$ cat src/rtl/ecc_mark_pkg.sv
package ecc_mark_pkg;
  localparam int DATA_W = 64;
  localparam int ECC_W  = 8;
  localparam int ID_W   = 14;
  localparam int ID_LSB = 42;
  localparam int ZERO_LSB = ID_LSB + ID_W;
  localparam logic [ECC_W-1:0] MARK_SYN = 8'h7F;

  typedef enum logic [1:0] {CLS_CLEAN, CLS_CE, CLS_MUE, CLS_RUE} cls_e;

  typedef logic [DATA_W-1:0][ECC_W-1:0] col_tab_t;
  typedef logic [ECC_W-1:0][DATA_W-1:0] row_tab_t;

  function automatic int popcnt(input int v);
    int c;
    c = 0;
    for (int b = 0; b < ECC_W; b++) c += (v >> b) & 1;
    return c;
  endfunction

  // weight-3 columns ascending, then weight-5 columns ascending
  function automatic col_tab_t gen_cols();
    col_tab_t t;
    int n;
    t = '0;
    n = 0;
    for (int w = 3; w <= 5; w += 2)
      for (int v = 0; v < (1 << ECC_W); v++)
        if (popcnt(v) == w && n < DATA_W) begin
          t[n] = v[ECC_W-1:0];
          n++;
        end
    return t;
  endfunction

  localparam col_tab_t H_COLS = gen_cols();

  function automatic row_tab_t gen_rows();
    row_tab_t r;
    for (int j = 0; j < ECC_W; j++)
      for (int i = 0; i < DATA_W; i++)
        r[j][i] = H_COLS[i][j];
    return r;
  endfunction

  localparam row_tab_t H_ROWS = gen_rows();
endpackage

$ cat src/rtl/ecc_mark_enc.sv
module ecc_mark_enc
  import ecc_mark_pkg::*;
(
  input  logic [DATA_W-1:0] data_i,
  output logic [ECC_W-1:0]  ecc_o
);
  for (genvar j = 0; j < ECC_W; j++) begin : g_row
    assign ecc_o[j] = ^(data_i & H_ROWS[j]);
  end
endmodule

$ cat src/rtl/ecc_mark_dec.sv
module ecc_mark_dec
  import ecc_mark_pkg::*;
(
  input  logic [DATA_W-1:0] data_i,
  input  logic [ECC_W-1:0]  ecc_i,
  output cls_e              cls_o,
  output logic [DATA_W-1:0] data_o,
  output logic [ECC_W-1:0]  ecc_o
);
  logic [ECC_W-1:0]  gen_ecc;
  logic [ECC_W-1:0]  syn;
  logic [DATA_W-1:0] data_hit;
  logic              chk_hit;

  ecc_mark_enc u_enc (.data_i(data_i), .ecc_o(gen_ecc));

  assign syn = gen_ecc ^ ecc_i;

  for (genvar i = 0; i < DATA_W; i++) begin : g_col
    assign data_hit[i] = (syn == H_COLS[i]);
  end

  assign chk_hit = (syn != '0) && ((syn & (syn - 1'b1)) == '0);

  always_comb begin
    if (syn == '0)                  cls_o = CLS_CLEAN;
    else if (syn == MARK_SYN)       cls_o = CLS_MUE;
    else if (chk_hit || |data_hit)  cls_o = CLS_CE;
    else                            cls_o = CLS_RUE;
  end

  // received check bits already match the corrected data on a data-bit fix
  assign data_o = data_i ^ data_hit;
  assign ecc_o  = chk_hit ? (ecc_i ^ syn) : ecc_i;
endmodule

$ cat config.mk
export PLATFORM = sky130hd
export DESIGN_NAME = ecc_mark_dec
export DESIGN_NICKNAME = d
export VERILOG_FILES = /design/src/rtl/ecc_mark_pkg.sv /design/src/rtl/ecc_mark_enc.sv /design/src/rtl/ecc_mark_dec.sv
export SDC_FILE = /design/constraint.sdc
export NUM_CORES = 1
export LEC_CHECK = 0
export ABC_CLOCK_PERIOD_IN_PS = 3100
export BUFFER_PORTS_ARGS = -buffer_cell sky130_fd_sc_hd__buf_2
export CELL_PAD_IN_SITES_DETAIL_PLACEMENT = 0
export CELL_PAD_IN_SITES_GLOBAL_PLACEMENT = 1
export CORE_ASPECT_RATIO = 1.1
export CORE_MARGIN = 10
export CORE_UTILIZATION = 30
export DETAILED_ROUTE_END_ITERATION = 8
export GPL_TIMING_DRIVEN = 0
export PLACE_DENSITY_LB_ADDON = 0.3
export SETUP_SLACK_MARGIN = 0.3
export SLEW_MARGIN = 10
export SYNTH_ARGS = -nofsm -noshare
export SYNTH_HDL_FRONTEND = slang
export SYNTH_SLANG_ARGS = --single-unit
export TNS_END_PERCENT = 5
$ cat constraint.sdc
create_clock -name vclk -period 3.1
set_input_delay 0.31 -clock vclk [all_inputs]
set_output_delay 0.31 -clock vclk [all_outputs]
set_load 0.01 [all_outputs]
==> out/results.tsv, run 1 <==
stage	metric	value	unit
yosys	ys.warnings.count	0	
sta	relSlewSlack	67.7	%
sta	period_needed	3.83	ns
yosys	yosysSeqAreaShare	0	%
sta	worst_pin_slew	0.481	ns
yosys	syn_area_per_cell	8.23	sq um
yosys	synth_cell_types	49	
die	core_area	11500	sq um
yosys	synth_area	3540	sq um
pwr	peakVddDrop	0.875	mV
die	initial_core_util	30.8	%
min_path	whs_endpoint	data_o[17]	
status	outcome	finished with violations	
detailed_routing	first_pass_iters	5	
sta	setup_viol	74	
pwr	p_sw	4.71	mW
final_layout	nFlopsAndLatches	0	
global_routing	grt_pass1_vias	4110	
worst_setup_path	cp_max_fo	6	
final_layout	synthToLayoutAreaGrowth	68.7	%
detailed_routing	ant_nets	0	
pwr	power.share.clock	0	%
worst_setup_path	startpoint_type	input port	
worst_setup_path	cp.required	2.79	ns
die	die-area	16500	sq um
final_layout	nets	727	
min_path	hold_path_class	in2out	
placed_design	place_congestion	0.904	
detailed_routing	routed_wl	16500	microns
sta	timing_hold_violations_final	0	
die	pin_count	146	
die	rows	41	
worst_setup_path	end_kind	output port	
global_routing	antenna_found_initial	0	
worst_setup_path	cp.arrival	3.52	ns
final_layout	antenna_cells	0	
final_layout	drive_gt1_share	57.0	%
placed_design	portBuffers	146	
sta	drv_slew	0	
detailed_routing	wl_per_cell	20.6	microns
global_routing	grt_first_pass_wirelength	24000	microns
pwr	p_leak	2.83	nW
min_path	hp-start	data_i[17]	
sta	fmax	0.261	GHz
sta	fin_ws	-0.730	ns
pwr	p_comb_share	100.0	%
detailed_routing	vias	4030	
final_layout	fillCellCount	1072	
pwr	pwr-share-seq	0	%
status	violations	setup timing	
pwr	swShare	54.0	%
global_routing	gr-total-overflow	0	
detailed_routing	drc	0	
placed_design	place_hpwl	13200	microns
die	dieWidth	124	microns
job	drv_cap	0	
final_layout	clockBufferCount	0	
global_routing	grt_max_degree	11	
cts	cts_hold_buf	0	
pwr	powerDensity	1460	nW/um^2
final_layout	final_core_utilization	51.9	%
pwr	p_total	8.73	mW
worst_setup_path	path_class	in2out	
pwr	cellInternalPower	4.02	mW
yosys	syn_inst	430	
global_routing	grt_usage	18.4	%
final_layout	seqCellArea	0	sq um
yosys	synth_fp_nets	502	
die	die_h	134	microns
detailed_routing	drt_iter0_drc	271	
detailed_routing	viasPerCell	5.02	
sta	rsz0062_at_grt	yes	
min_path	hold_depth	3	
sta	final.period_utilization	124	%
Yosys cell counts, types with 2 or more instances:
library cell / count / share of area, %
a2111oi_0: 2 / 0.50
a21o_1: 2 / 0.42
a21oi_1: 10 / 1.4
a221o_1: 2 / 0.57
a31oi_1: 3 / 0.53
and2_1: 4 / 0.71
buf_2: 6 / 0.85
buf_6: 2 / 0.64
clkbuf_1: 3 / 0.32
inv_1: 5 / 0.53
mux2_1: 2 / 0.64
mux2_2: 3 / 0.96
mux2_4: 3 / 1.3
mux2i_1: 3 / 0.85
nand2_1: 50 / 5.3
nand2_2: 2 / 0.35
nand2b_1: 6 / 1.1
nand3_1: 12 / 1.7
nor2_1: 47 / 5.0
nor2b_1: 2 / 0.35
nor3_1: 23 / 3.3
o2111ai_1: 2 / 0.50
o211ai_1: 3 / 0.64
o21ai_0: 6 / 0.85
o22ai_1: 2 / 0.35
o31ai_1: 3 / 0.64
or2_2: 4 / 0.71
xnor2_1: 111 / 27
xnor2_2: 4 / 1.8
xnor3_1: 26 / 17
xnor3_2: 3 / 2.0
xor2_1: 54 / 13
xor2_2: 2 / 0.92
xor3_1: 3 / 2.0
power by group through the flow:
stage | Clock (mW) | Combinational, mW | Sequential (mW)
CTS | 0 | 7.39 | 0
global route | 0 | 9.19 | 0
detailed placement | 0 | 5.41 | 0
floorplan | 0 | 3.88 | 0
global placement | 0 | 5.38 | 0
finish | 0 | 8.73 | 0
worst max-delay path by stage:
stage,startpoint,end,slack (ns)
2_1_floorplan,data_i[28],cls_o[1],-0.16
3_3_place_gp,data_i[38],cls_o[1],-1.12
3_5_place_dp,data_i[4],cls_o[1],-1.12
4_1_cts,data_i[18],cls_o[1],-0.71
5_1_grt,data_i[51],cls_o[1],-0.82
6_report,data_i[27],cls_o[1],-0.73
cell usage in the layout, fill, tap and decap left out, types with 3 or more instances in the layout:
cell	count
and2_4	3
inv_1	5
nor3_2	8
nand2b_4	3
nand2_1	39
a31oi_1	3
o211ai_1	3
buf_2	134
buf_6	24
mux2i_1	3
xnor2_4	10
nor2_2	15
xnor2_1	82
xor2_2	4
a21oi_1	9
xnor3_1	14
buf_4	70
nand2_2	7
nor2_4	13
buf_8	3
xor2_1	49
xor2_4	3
mux2_4	6
o21ai_0	4
xnor2_2	24
xor3_2	4
nor2_1	21
or2_2	4
xnor3_2	15
nand2_4	6
nand3_1	10
nor3_1	13
metrics by stage:
step | std cells | worst slack (ns) | hold slack [ns] | setup TNS [ns] | instance area (sq um)
detailed placement | 726 | -1.12 | 0.922 | -47.18 | 4530
floorplan | 430 | -0.164 | 0.700 | -1.08 | 3610
global route | 803 | -0.818 | 0.904 | -28.43 | 5970
global placement | 726 | -1.12 | 0.919 | -47.61 | 4530
finish | 803 | -0.730 | 0.898 | -21.57 | 5970
CTS | 769 | -0.706 | 0.914 | -25.28 | 5380
final cells by class:
class,count,area [sq um],share of cell area (%)
well taps,150,188,3.15
repair buffers,223,1430,23.9
plain buffers,11,126,2.12
multi-input cells,414,4210,70.5
inverters,5,18.8,0.315
routing by layer:
metal,share of wire [%],vias up,track usage (%)
li1,-,1901,-
met3,8.1,41,2.43
met5,0,-,0
met2,51,184,34.2
met4,3.6,0,3.82
met1,37,1904,21.5
kinds of logic after synthesis:
group	synth area share, %
xor+xnor	65.7
compound gates	8.56
mux	3.71
simple gates	19.7
buf+inv	2.33
what timing repair did:
item | CTS | global route
gates resized for setup | 120 | 71
setup endpoints to repair | 74 | 74
pin swaps | 31 | 42
setup buffers | 42 | 34
cloned | 1 | 0
critical path, cell delays in order:
cell and delay [ns]:
buf_2 0.17, xnor2_2 0.22, xnor3_1 0.37, xnor3_1 0.36
xor3_2 0.48, buf_6 0.17, and2_4 0.17, nand2_1 0.05
nand2_1 0.05, a22o_1 0.19, a221o_1 0.35, nor4_2 0.27
o2111a_1 0.25, buf_6 0.11
No activity file was read; power rests on OpenSTA's default activity.
==> run 2, diff against run 1 <==
- ABC_CLOCK_PERIOD_IN_PS: 3100 -> 3400
- TNS_END_PERCENT: 5 -> default
- clock period: 3.1 -> 3.4 ns (I/O delays scaled with it)
==> out/results.tsv, run 2 (synthesized netlist as in run 1, its figures left out) <==
stage	metric	value	unit	change
sta	final.period_utilization	115	%	
sta	relSlewSlack	67.5	%	-0.21 points
sta	hold_slack	0.965	ns	+0.0675 ns
global_routing	grt_first_pass_wirelength	25900	microns	+7.9%
die	die-area	16500	sq um	unchanged
detailed_routing	viasPerCell	5.27		+5.0%
final_layout	layout_common_cells	126 x buf_2, 72 x buf_4, 69 x xnor2_1		
sta	rsz0062_at_grt	yes		
sta	drv_slew	0		unchanged
detailed_routing	drc	0		unchanged
global_routing	antenna_found_initial	0		unchanged
die	core_area	11500	sq um	unchanged
global_routing	grt_usage	19.9	%	+1.6 points
die	pin_count	146		unchanged
worst_setup_path	cp.required	3.06	ns	+0.27 ns
placed_design	portBuffers	146		unchanged
final_layout	fillCellCount	898		-16%
sta	tns	-9.02	ns	+12.55 ns
die	die_h	134	microns	unchanged
status	outcome	finished with violations		
sta	worst_pin_slew	0.484	ns	+0.00309 ns
status	violations	setup timing		
detailed_routing	ant_nets	0		unchanged
global_routing	use_met1	23.4	%	+1.8 points
global_routing	use_met3	2.90	%	+0.46 points
final_layout	final_common_cell	buf_2		
sta	fin_ws	-0.503	ns	+0.226 ns
global_routing	grt_pass1_vias	4239		+3.1%
min_path	whs_endpoint	data_o[17]		
detailed_routing	first_pass_iters	7		+2
die	initial_core_util	30.8	%	unchanged
job	drv_cap	0		unchanged
sta	period_needed	3.90	ns	
sta	timing_hold_violations_final	0		unchanged
final_layout	clockBufferCount	0		unchanged
worst_setup_path	startpoint_type	input port		
detailed_routing	routed_wl	19000	microns	+15%
worst_setup_path	end_kind	output port		
detailed_routing	wl_per_cell	22.7	microns	+10%
worst_setup_path	cp.arrival	3.56	ns	+0.04 ns
final_layout	nFlopsAndLatches	0		unchanged
placed_design	place_hpwl	13300	microns	+0.89%
worst_setup_path	path_class	in2out		
final_layout	seqCellArea	0	sq um	unchanged
sta	fmax	0.256	GHz	
die	dieWidth	124	microns	unchanged
die	rows	41		unchanged
detailed_routing	drt_iter0_drc	451		+66%
detailed_routing	vias	4423		+9.8%
global_routing	busiest_layer	met2		
min_path	hp-start	data_i[17]		
placed_design	place_congestion	0.913		+0.96%
min_path	hold_path_class	in2out		
global_routing	grt_max_degree	11		unchanged
final_layout	nets	763		+5.0%
sta	setup_viol	48		-35%
worst_setup_path	cp_max_fo	4		-2
final_layout	drive_gt1_share	68.5	%	+12 points
global_routing	gr-total-overflow	0		unchanged
global_routing	use_met2	36.3	%	+2.1 points
min_path	hold_depth	3		unchanged
placed_design	place_ws	-0.926	ns	+0.196 ns
final_layout	synthToLayoutAreaGrowth	98.8	%	
final_layout	antenna_cells	0		unchanged
## run 2: cell types whose count changed in the layout (fill, tap and decap cells not counted), moves of 5 or more
| cell | change |
|---|---|
| buf_2 | -8 |
| nor2_4 | +17 |
| nor2_2 | -9 |
| xnor2_2 | +12 |
| nand2_2 | +13 |
| nand2_1 | -20 |
| buf_6 | +34 |
| xnor2_1 | -13 |
| nor2_1 | -8 |
| nor3_4 | +8 |
| nor3_1 | -5 |
## run 2: worst max-delay path by stage
stage | endpoint | from | slack [ns]
after global placement | cls_o[1] | data_i[38] | -0.92
after floorplan | cls_o[1] | data_i[28] | 0.08
after detailed placement | cls_o[1] | data_i[38] | -0.93
final | cls_o[1] | data_i[27] | -0.50
after global routing | cls_o[1] | data_i[4] | -0.58
after CTS | cls_o[1] | data_i[51] | -0.45
## run 2: stage by stage
step / std cells / instance area (sq um) / utilization, %
6_report: 839 / 7030 / 61.2
5_1_grt: 839 / 7030 / 61.2
4_1_cts: 790 / 6030 / 52.5
3_5_place_dp: 726 / 4560 / 39.7
3_3_place_gp: 726 / 4560 / 39.7
2_1_floorplan: 430 / 3650 / -
## run 2: area by class of cell
type                       instances  area (sq um)  share of cell area, %
multi-input combinational        414          4760                   67.7
timing repair buffer             259          1900                   27.1
tap                              150           188                   2.67
buffer                            11           163                   2.31
inverter                           5          18.8                  0.267
## run 2: critical path, cell delays in order
cell,delay [ns]
buf_4,0.19
xnor3_1,0.43
xnor3_1,0.26
xor3_2,0.37
xnor2_4,0.30
buf_12,0.14
buf_4,0.11
xnor2_1,0.11
nor2_1,0.05
o2111ai_1,0.22
o41ai_1,0.13
a221o_1,0.32
nor4_2,0.20
o2111a_1,0.26
buf_6,0.11
## run 2: routing by layer
metal  up-vias  routed length, microns  share of wire [%]
li1       1970                       -                  -
met1      2117                    6800                 36
met2       284                    9790                 51
met3        52                    1610                8.4
met4         0                     839                4.4
met5         -                       0                  0
## run 2: what timing repair did
item,CTS,global route
pin swaps,82,76
gates resized for setup,228,133
hold buffers,0,0
endpoints found under the setup margin,74,74
gates cloned,1,0
setup buffers,63,49
Power of run 2 is not shown: default switching activity piles up to over one toggle a cycle in this logic, so the estimate is an artifact.
